**config.mk**
```make
export PLATFORM = sky130hd
export DESIGN_NAME = adc_scan_buffer
export DESIGN_NICKNAME = d
export VERILOG_FILES = /design/src/rtl/adc_scan_buffer.sv
export SDC_FILE = /design/constraint.sdc
export NUM_CORES = 1
export LEC_CHECK = 0
export ABC_AREA = 1
export BUFFER_PORTS_ARGS = -buffer_cell sky130_fd_sc_hd__buf_2
export CORE_UTILIZATION = 40
export CTS_CLUSTER_DIAMETER = 200
export DETAILED_ROUTE_END_ITERATION = 6
export PLACE_DENSITY = 0.67
export SYNTH_ARGS = -nofsm -noshare
export SYNTH_HDL_FRONTEND = slang
export SYNTH_SLANG_ARGS = --single-unit
```
**constraint.sdc**
```tcl
create_clock -name clk -period 2.5 [get_ports clk]
set_input_delay 0 -clock clk [delete_from_list [all_inputs] [get_ports clk]]
set_output_delay 0 -clock clk [all_outputs]
set_load 0.1 [all_outputs]
```
**src/rtl/adc_scan_buffer.sv**
```systemverilog
module adc_scan_buffer #(
  parameter int N_MAX = 12,
  parameter int RES_W = 10
) (
  input  logic                       clk,
  input  logic                       rst_n,
  input  logic                       wr_start,
  input  logic                       wr_en,
  input  logic [RES_W-1:0]           wr_data,
  input  logic                       rd_start,
  input  logic                       rd_ack,
  input  logic                       rd_nack,
  output logic                       rd_valid,
  output logic [7:0]                 rd_byte,
  output logic                       rd_wrap,
  output logic [$clog2(N_MAX+1)-1:0] count
);
  localparam int CW = $clog2(N_MAX + 1);
  localparam int AW = (N_MAX > 1) ? $clog2(N_MAX) : 1;
  localparam int PAD = 16 - RES_W;

  logic [RES_W-1:0] mem [N_MAX];
  logic [CW-1:0]    rptr;
  logic             phase;
  logic             active;
  logic [15:0]      word;

  wire last = (rptr + CW'(1)) >= count;

  assign word     = {{PAD{1'b1}}, mem[rptr[AW-1:0]]};
  assign rd_valid = active && (count != '0) && (rptr < count);
  assign rd_byte  = phase ? word[7:0] : word[15:8];
  assign rd_wrap  = rd_valid && phase && last;

  always_ff @(posedge clk) begin
    if (!rst_n) begin
      count <= '0;
    end else if (wr_start) begin
      count <= '0;
    end else if (wr_en && count < CW'(N_MAX)) begin
      count <= count + CW'(1);
    end
  end

  always_ff @(posedge clk) begin
    if (rst_n && !wr_start && wr_en && count < CW'(N_MAX))
      mem[count[AW-1:0]] <= wr_data;
  end

  always_ff @(posedge clk) begin
    if (!rst_n) begin
      active <= 1'b0;
      rptr   <= '0;
      phase  <= 1'b0;
    end else if (rd_start) begin
      active <= 1'b1;
      rptr   <= '0;
      phase  <= 1'b0;
    end else if (rd_nack) begin
      active <= 1'b0;
    end else if (rd_ack && rd_valid) begin
      phase <= ~phase;
      if (phase) rptr <= last ? '0 : rptr + CW'(1);
    end
  end
endmodule

```
==> run_results.csv, run 1 <==
group,metric,value,unit
clocking,cts_buffers,17,
global_route,antenna_found_initial,0,
synthesis,synth_area,0.005751,sq mm
final_layout,antenna_cells,0,
detailed_routing,antenna_left,0,
setup_path,slowest_delay,0.36,ns
synthesis,synth_top_area_share,62.66,%
synthesis,ys_ff_latch,134,
timing,final_hold_viol_count,0,
global_route,grt_pass1_vias,3828,
synthesis,synth_area_leaders,"edfxtp_1, nand2_1, dfxtp_1, nor2_1, nand3_1",
setup_path,worstSetupPathType,"reg2out",
detailed_routing,remaining_drc_errors,0,
global_route,grt_max_degree,56,
setup_path,r2r_slack,0.60,ns
setup_path,r2r-start,"rptr[0]",
final_layout,area_growth,23.06,%
detailed_routing,wl_per_cell,16.34,um
synthesis,ys_warn_count,0,
power_and_ir_drop,power,5.044,mW
setup_path,arrival,2.31,ns
setup_path,path_cells,"ha_1 > xnor2_1 > inv_1 > ha_1 > nand2_1 > o21ai_0 > nand2_1 > nor2_2 > clkbuf_4",
clocking,clk_pin_slew,0.06,ns
synthesis,synth-xor-area-share,0.3046,%
synthesis,synth.distinct_cells,27,
timing,relSlewSlack,59.53,%
place,place_area,0.006316,sq mm
clocking,cts_tree,"done",
synthesis,synth-simple-area-share,17.23,%
synthesis,synthMuxAreaShare,0,%
clocking,cts-root-buf,"clkbuf_16",
synthesis,ys_seq_area_share,67.54,%
timing,drv_slew,0,
detailed_routing,avgViaCountPerCell,5.050,
setup_path,end_kind,"output pin",
setup_path,required,2.50,ns
final_layout,drive_gt1_share,17.08,%
power_and_ir_drop,peakVddDrop,485.5,uV
setup_path,cp_max_fo,6,
final_layout,fill_cells,1188,
clocking,clock_path_buffers,2,
global_route,grt_first_pass_wirelength,20400,um
detailed_routing,dr.pass1.iters,5,
floorplanning,dieArea,0.01486,sq mm
timing,setup_tns,0,ns
detailed_routing,drt_iter0_drc,359,
global_route,grtUsageTotal,18.79,%
timing,max_clock_freq,432.7,MHz
setup_path,critPathLaunch,"rptr[0]",
timing,hold_ws,0.02507,ns
clocking,htree_levels,4,
timing,min_period,2.311,ns
min_path,whs_path_depth,5,
place,port_buffers,30,
floorplanning,coreArea,0.01393,sq mm
place,dpl.hpwl,7989,um
clocking,cts_num_sinks,134,
setup_path,rr_worst_depth,10,
min_path,min_to,"phase",
synthesis,synth_compound_area_share,6.353,%
detailed_routing,wirelength,12800,um
synthesis,synth_fa_ha_area_share,2.829,%
floorplanning,die_y,121.9,um
timing,finClkSkew,0.007631,ns
final_layout,fin_area,0.007077,sq mm
synthesis,synth_top_family_by_area,"simple AND/OR/NAND/NOR gates",
setup_path,start_kind,"register",
clocking,clock_latency,0.41,ns
timing,setup_viol,0,
power_and_ir_drop,p_per_area,712.8,mW/mm^2
synthesis,yosys.area.top_type,"edfxtp_1",
power_and_ir_drop,leakage,2.714,nW
detailed_routing,vias,3954,
floorplanning,start_util,41.27,%
final_layout,layout.nets,620,
floorplanning,pin_count,31,
timing,fin_crit_sh,92.44,%
synthesis,postSynthAreaPerCell,10.95,sq um
min_path,hp-start,"rd_nack",
synthesis,syn_inst,525,
flow_run,drv_cap,0,
run_status,status,"complete, no violations",
global_route,grt_overflow_total,0,
floorplanning,fp.dieW,121.9,um
floorplanning,row_count,43,
place,globalplace.congestion,0.7925,
timing,rsz0062_at_grt,"false",
synthesis,synth_nets,555,
min_path,hold_class,"in2reg",
timing,worst_slew_pin_slew,0.6049,ns
clocking,post_cts_buffers,0,
setup_path,slowest_stage,"dfxtp_1",
==> what timing repair did <==
item                       4_1_cts  5_1_grt
hold buffers                    17        0
hold endpoints to repair       126        0
gates resized for setup          0        1
setup endpoints to repair        0        1
==> worst max-delay path, delay by kind of cell (launching register included) <==
| kind | cells | cell delay, ns |
|---|---|---|
| AOI/OAI and AO/OA | 1 | 0.20 |
| buffers and inverters | 2 | 0.41 |
| and+or+nand+nor | 3 | 0.24 |
| DFF | 1 | 0.36 |
| adders and majority gates | 2 | 0.51 |
| xor gates and xnor gates | 1 | 0.18 |
==> layout by cell type (no fill, tap or decap), types with 2 or more instances in the layout <==
cell and count:
nand3_1 52, nor2_2 2, clkinvlp_4 5, nand2_1 98, ha_1 13, inv_1 46
nor3_2 8, edfxtp_1 120, clkbuf_16 17, buf_12 8, clkinv_1 2, o21ai_1 18
o21ai_0 22, buf_2 21, buf_4 20, dfxtp_2 5, clkinv_2 6, nor3_1 4
inv_2 2, nor2_1 72, a21oi_1 6, bufinv_16 3, o211ai_1 17, dlygate4sd3_1 17
dfxtp_1 9
==> worst max-delay path by stage <==
stage	cells after the start	end	slack (ns)
final	9	rd_wrap	0.19
after floorplan	6	rd_wrap	0.02
after CTS	9	rd_wrap	0.09
after global routing	9	rd_wrap	0.04
after global placement	9	rd_wrap	0.57
after detailed placement	9	rd_wrap	0.54
==> cell type report <==
| class | count | area (sq um) | area share [%] |
|---|---|---|---|
| Timing Repair Buffer | 67 | 593.1 | 8.380 |
| Inverter | 52 | 201.4 | 2.847 |
| Multi-Input combinational cell | 318 | 1579 | 22.31 |
| Clock buffer | 18 | 429.2 | 6.064 |
| Sequential cell | 134 | 3890 | 54.97 |
| Tap cell | 180 | 225.2 | 3.182 |
| Clock inverter | 14 | 158.9 | 2.245 |
==> state kept, by name, summed over array words and instances (netlist names), named ones only <==
register  flops
mem         120
rptr          4
phase         1
count         4
active        1
==> kinds of logic after synthesis <==
logic type	after synthesis
xor gates and xnor gates	2
DFF	134
buffers and inverters	73
AOI/OAI and AO/OA	64
adders and majority gates	13
and+or+nand+nor	239
==> stage by stage <==
step           cells  utilization [%]  worst slack, ns
2_1_floorplan    525                -          0.01625
3_3_place_gp     734            45.33           0.5658
3_5_place_dp     734            45.33           0.5365
4_1_cts          783            50.77          0.08663
5_1_grt          783            50.79          0.04440
6_report         783            50.79           0.1890
==> where the power goes <==
part	internal, mW	switching (mW)	total, mW	leakage [nW]
Sequential	2.45	0.00499	2.45	1.20
Combinational	0.0476	0.0887	0.136	1.24
Clock	1.56	0.899	2.46	0.282
Total	4.05	0.992	5.04	2.71
==> synth_stat cells (all sizes together) <==
| master | n |
|---|---|
| o21bai | 1 |
| buf | 18 |
| a21oi | 6 |
| or2 | 1 |
| nand2 | 99 |
| edfxtp | 120 |
| o21ai | 40 |
| o211ai | 17 |
| clkbuf | 3 |
| xnor2 | 1 |
| nand3 | 53 |
| xor2 | 1 |
| nor3 | 12 |
| clkinv | 2 |
| ha | 13 |
| nor2 | 74 |
| dfxtp | 14 |
| inv | 50 |
==> layer usage <==
metal	vias to the layer above	track usage (%)	share of wire [%]
met5	-	0	0
met4	0	7.716	2.0
met2	102	31.39	51
met3	13	3.839	5.0
li1	1930	-	-
met1	1909	23.76	42
(Power assumes the default switching activity.)
==> run 2: changes to the inputs <==
--- a/config.mk
+++ b/config.mk
@@ -7,10 +7,10 @@
 export LEC_CHECK = 0
 export ABC_AREA = 1
 export BUFFER_PORTS_ARGS = -buffer_cell sky130_fd_sc_hd__buf_2
-export CORE_UTILIZATION = 40
+export CORE_UTILIZATION = 25
 export CTS_CLUSTER_DIAMETER = 200
 export DETAILED_ROUTE_END_ITERATION = 6
-export PLACE_DENSITY = 0.67
+export PLACE_DENSITY = 0.5
 export SYNTH_ARGS = -nofsm -noshare
 export SYNTH_HDL_FRONTEND = slang
 export SYNTH_SLANG_ARGS = --single-unit
==> run_results.csv, run 2 (same netlist as run 1, synthesis figures left out) <==
group,metric,value,unit
final_layout,layout_commonest_cell,"edfxtp_1",
clocking,clk_pin_slew,0.05,ns
detailed_routing,avgViaCountPerCell,4.500,
setup_path,required,2.50,ns
min_path,hold_class,"in2reg",
detailed_routing,dr.pass1.iters,5,
detailed_routing,drt_iter0_drc,286,
timing,relSlewSlack,59.03,%
global_route,grt_pass1_vias,4050,
setup_path,path_cells,"ha_1 > xnor2_1 > inv_1 > ha_1 > nand2_1 > o21ai_0 > nand2_1 > nor2_2 > buf_6",
setup_path,end_kind,"output pin",
power_and_ir_drop,p_int,4.139,mW
detailed_routing,wl_per_cell,15.59,um
detailed_routing,vias,3996,
detailed_routing,wirelength,13840,um
place,place_area,0.006440,sq mm
power_and_ir_drop,leakage,2.723,nW
floorplanning,pin_count,31,
timing,setup_viol,0,
floorplanning,start_util,25.48,%
final_layout,layout.nets,620,
place,port_buffers,30,
place,globalplace.congestion,0.7809,
final_layout,largest_reg_flops,120,
setup_path,slowest_stage,"dfxtp_1",
flow_run,drv_cap,0,
floorplanning,die_y,153.7,um
timing,min_period,2.264,ns
global_route,antenna_found_initial,0,
place,dpl.hpwl,8479,um
final_layout,antenna_cells,0,
clocking,htree_levels,4,
timing,fin_ws,0.2360,ns
global_route,grt_first_pass_wirelength,21880,um
final_layout,drive_gt1_share,15.92,%
clocking,clock_path_buffers,2,
power_and_ir_drop,clkPwrFrac,49.2,%
timing,drv_slew,0,
floorplanning,coreArea,0.02257,sq mm
timing,max_clock_freq,441.7,MHz
global_route,grt_max_degree,56,
setup_path,worstSetupPathType,"reg2out",
power_and_ir_drop,peakVddDrop,475.7,uV
power_and_ir_drop,p_comb_share,2.6,%
timing,rsz0062_at_grt,"false",
clocking,post_cts_buffers,0,
clocking,clock_latency,0.41,ns
detailed_routing,antenna_left,0,
final_layout,layout_common_cells,"edfxtp_1, nand2_1, nor2_1, nand3_1, inv_1",
power_and_ir_drop,p_switching,0.9558,mW
floorplanning,row_count,55,
clocking,cts_buffers,17,
setup_path,path_buf_inv,2,
global_route,grtUsageTotal,12.44,%
setup_path,path_delay_family,"adder cells",
setup_path,cp_max_fo,6,
final_layout,area_growth,25.57,%
floorplanning,dieArea,0.02361,sq mm
clocking,cts_tree,"done",
timing,worst_slew_pin_slew,0.6136,ns
timing,final_hold_viol_count,0,
final_layout,fin_area,0.007221,sq mm
clocking,cts-root-buf,"clkbuf_16",
timing,finClkSkew,0.005464,ns
global_route,grt_overflow_total,0,
setup_path,arrival,2.26,ns
timing,setup_tns,0,ns
run_status,status,"complete, no violations",
power_and_ir_drop,p_per_area,705.6,mW/mm^2
detailed_routing,remaining_drc_errors,0,
timing,fin_crit_sh,90.56,%
place,pre_cts_ws,0.4980,ns
setup_path,start_kind,"register",
setup_path,slowest_delay,0.37,ns
floorplanning,fp.dieW,153.7,um
power_and_ir_drop,seqPwrFrac,48.2,%
clocking,cts_num_sinks,134,
power_and_ir_drop,sw_frac_of_total,18.76,%
## run 2: worst register-to-register path: stages, from the launching register on
cell and delay, ns:
dfxtp_1 0.37, ha_1 0.23, xnor2_1 0.21, inv_1 0.08
ha_1 0.28, nand2_1 0.04, o21ai_0 0.20, buf_4 0.16
nor2_1 0.04, nand3_1 0.09, nand2_1 0.08
## run 2: worst paths after layout
kind | startpoint | end | slack [ns] | cells past startpoint
hold reg to reg | count[1] | count[3] | 0.52 | 2
hold / removal | rd_nack | register | 0.04 | 5
setup / recovery | rptr[0] | rd_wrap | 0.24 | 9
setup reg to reg | rptr[0] | register | 0.62 | 10
## run 2: cell type report
cell class                      instances  area (sq um)
Clock inverter                         13         161.4
Fill cell                            2255         15350
Tap cell                              285         356.6
Inverter                               52         201.4
Timing Repair Buffer                   67         599.3
Clock buffer                           19         432.9
Sequential cell                       134          3890
Multi-Input combinational cell        318          1579
## run 2: power groups by stage
stage               Combinational, mW  Sequential, mW  Clock (mW)
detailed placement              0.114            2.50           0
global route                    0.150            2.45        2.65
global placement                0.111            2.50           0
CTS                             0.137            2.45        2.55
finish                          0.135            2.45        2.51
floorplan                      0.0422            2.51           0
## run 2: through the flow
stage / util, % / cells / power, mW / hold WS [ns]
after detailed placement: 28.53 / 838 / 2.613 / 0.2343
after floorplan: - / 525 / 2.552 / 0.09887
after global routing: 31.99 / 888 / 5.251 / 0.07708
after global placement: 28.53 / 838 / 2.610 / 0.2281
after CTS: 31.96 / 888 / 5.139 / 0.02607
final: 31.99 / 888 / 5.095 / 0.04471
## run 2: metal layers
layer | track usage (%) | up-vias | wire (um)
met5 | 0 | - | 0
li1 | - | 1926 | -
met2 | 21.97 | 92 | 7011
met1 | 14.81 | 1960 | 6081
met3 | 2.283 | 18 | 543
met4 | 5.238 | 0 | 205
## run 2: timing repair
action / CTS / global route
hold endpoints to repair: 126 / 0
gates resized for setup: 0 / 3
setup endpoints to repair: 0 / 1
hold buffers: 18 / 0
==> run 3: changes to the inputs <==
--- a/config.mk
+++ b/config.mk
@@ -11,6 +11,7 @@
 export CTS_CLUSTER_DIAMETER = 200
 export DETAILED_ROUTE_END_ITERATION = 6
 export PLACE_DENSITY = 0.5
+export RECOVER_POWER = 100
 export SYNTH_ARGS = -nofsm -noshare
 export SYNTH_HDL_FRONTEND = slang
 export SYNTH_SLANG_ARGS = --single-unit
==> run_results.csv, run 3 (same netlist as run 1, synthesis figures left out) <==
group,metric,value,unit
final_layout,drive_gt1_share,9.784,%
run_status,status,"complete, no violations",
detailed_routing,highest_layer,"met4",
global_route,antenna_found_initial,0,
power_and_ir_drop,peakVddDrop,476.2,uV
detailed_routing,drt_iter0_drc,301,
setup_path,arrival,2.31,ns
detailed_routing,dr.pass1.iters,4,
floorplanning,die_y,153.7,um
setup_path,worstSetupPathType,"reg2out",
setup_path,r2r-start,"count[2]",
clocking,cts-root-buf,"clkbuf_16",
timing,drv_slew,0,
detailed_routing,vias,3980,
clocking,cts_buffers,17,
detailed_routing,wl_met3,521,um
timing,setup_tns,0,ns
global_route,grt_max_degree,56,
floorplanning,coreArea,0.02257,sq mm
flow_run,drv_cap,0,
detailed_routing,wl_met1,6120,um
timing,finClkSkew,0.004454,ns
clocking,cts_num_sinks,134,
place,dpl.hpwl,8479,um
global_route,grt_pass1_vias,4050,
setup_path,start_kind,"register",
power_and_ir_drop,p_per_area,721.4,mW/mm^2
floorplanning,dieArea,0.02361,sq mm
final_layout,largest_reg_flops,120,
timing,relSlewSlack,23.20,%
detailed_routing,wl_per_cell,15.69,um
detailed_routing,wirelength,13940,um
final_layout,layout_commonest_cell,"edfxtp_1",
detailed_routing,avgViaCountPerCell,4.482,
place,place_area,0.006440,sq mm
clocking,clock_path_buffers,2,
clocking,clk_pin_slew,0.05,ns
setup_path,cp_max_fo,22,
final_layout,antenna_cells,0,
global_route,grt_first_pass_wirelength,21880,um
timing,final_hold_viol_count,0,
global_route,grtUsageTotal,12.44,%
setup_path,crit_top_cell,"clkbuf_4",
timing,min_period,2.307,ns
timing,setup_viol,0,
floorplanning,pin_count,31,
final_layout,fin_area,0.007053,sq mm
floorplanning,start_util,25.48,%
clocking,cts_tree,"done",
power_and_ir_drop,leakage,2.587,nW
final_layout,layout.nets,620,
detailed_routing,antenna_left,0,
detailed_routing,dr_wl_met2,7087,um
min_path,hp-start,"rd_nack",
detailed_routing,remaining_drc_errors,0,
clocking,clock_latency,0.41,ns
clocking,post_cts_buffers,0,
setup_path,slowest_stage,"dfxtp_1",
min_path,hold_class,"in2reg",
clocking,htree_levels,4,
setup_path,required,2.50,ns
timing,rsz0062_at_grt,"false",
setup_path,path_cells,"clkbuf_4 > o21ai_0 > o211ai_1 > nand3_1 > nand2_1 > clkbuf_4",
timing,fin_crit_sh,92.30,%
place,port_buffers,30,
timing,worst_slew_pin_slew,1.157,ns
final_layout,area_growth,22.65,%
setup_path,end_kind,"output pin",
setup_path,slowest_delay,0.63,ns
timing,max_clock_freq,433.4,MHz
floorplanning,row_count,55,
place,globalplace.congestion,0.7809,
floorplanning,fp.dieW,153.7,um
global_route,grt_overflow_total,0,
final_layout,layout_common_cells,"edfxtp_1, nand2_1, nor2_1, nand3_1, inv_1",
==> run 3: changes by cell type in the layout (fill, tap and decap cells not counted), moves of 5 or more <==
cell      change
buf_12        -5
buf_2        -15
buf_4        -14
clkbuf_1     +27
clkbuf_4      +5
nor3_1        +7
nor3_2        -7
==> run 3: what timing repair did <==
item / CTS / global route
hold buffers: 18 / 0
endpoints found under the hold margin: 126 / 0
endpoints found under the setup margin: 0 / 1
gates resized for setup: 0 / 3
==> run 3: path summary, 6_finish.rpt <==
| kind | endpoint | slack [ns] | depth (start not counted) |
|---|---|---|---|
| worst max-delay path | rd_byte[4] | 0.19 | 6 |
| worst min-delay path | phase | 0.06 | 6 |
| worst max register to register | mem[5][1] | 0.28 | 6 |
| worst min register to register | count[3] | 0.52 | 2 |
==> run 3: where the power goes <==
group / switching, mW / internal [mW]
Clock: 0.863 / 1.64
Combinational: 0.0860 / 0.0422
Sequential: 0.00485 / 2.45
==> run 3: per-stage QoR <==
stage	setup slack [ns]	utilization, %	total power, mW	hold slack, ns	instances
after detailed placement	0.4980	28.53	2.613	0.2343	838
after floorplan	0.01625	-	2.552	0.09887	525
after global routing	0.01712	31.25	5.245	0.07866	888
after global placement	0.5476	28.53	2.610	0.2281	838
final	0.1925	31.25	5.088	0.05614	888
after CTS	0.03710	31.96	5.139	0.02607	888
==> run 3: layer usage <==
layer / up-vias / GRT usage [%]
li1: 1928 / -
met5: - / 0
met2: 88 / 21.97
met4: 0 / 5.238
met3: 15 / 2.283
met1: 1949 / 14.81
==> run 3: layout make-up <==
class	count	area, sq um
clock buffer	19	432.9
clock inverter	13	161.4
fill	2289	15520
inverter	52	201.4
multi-input combinational	318	1539
sequential	134	3887
tap	285	356.6
timing repair buffer	67	474.2
==> run 3: worst max-delay path, delay by kind of cell (launching register included) <==
family / cells / cell delay (ns)
buffers and inverters: 2 / 0.76
flip-flops: 1 / 0.63
AO/OA/AOI/OAI: 2 / 0.33
AND/OR/NAND/NOR: 2 / 0.18
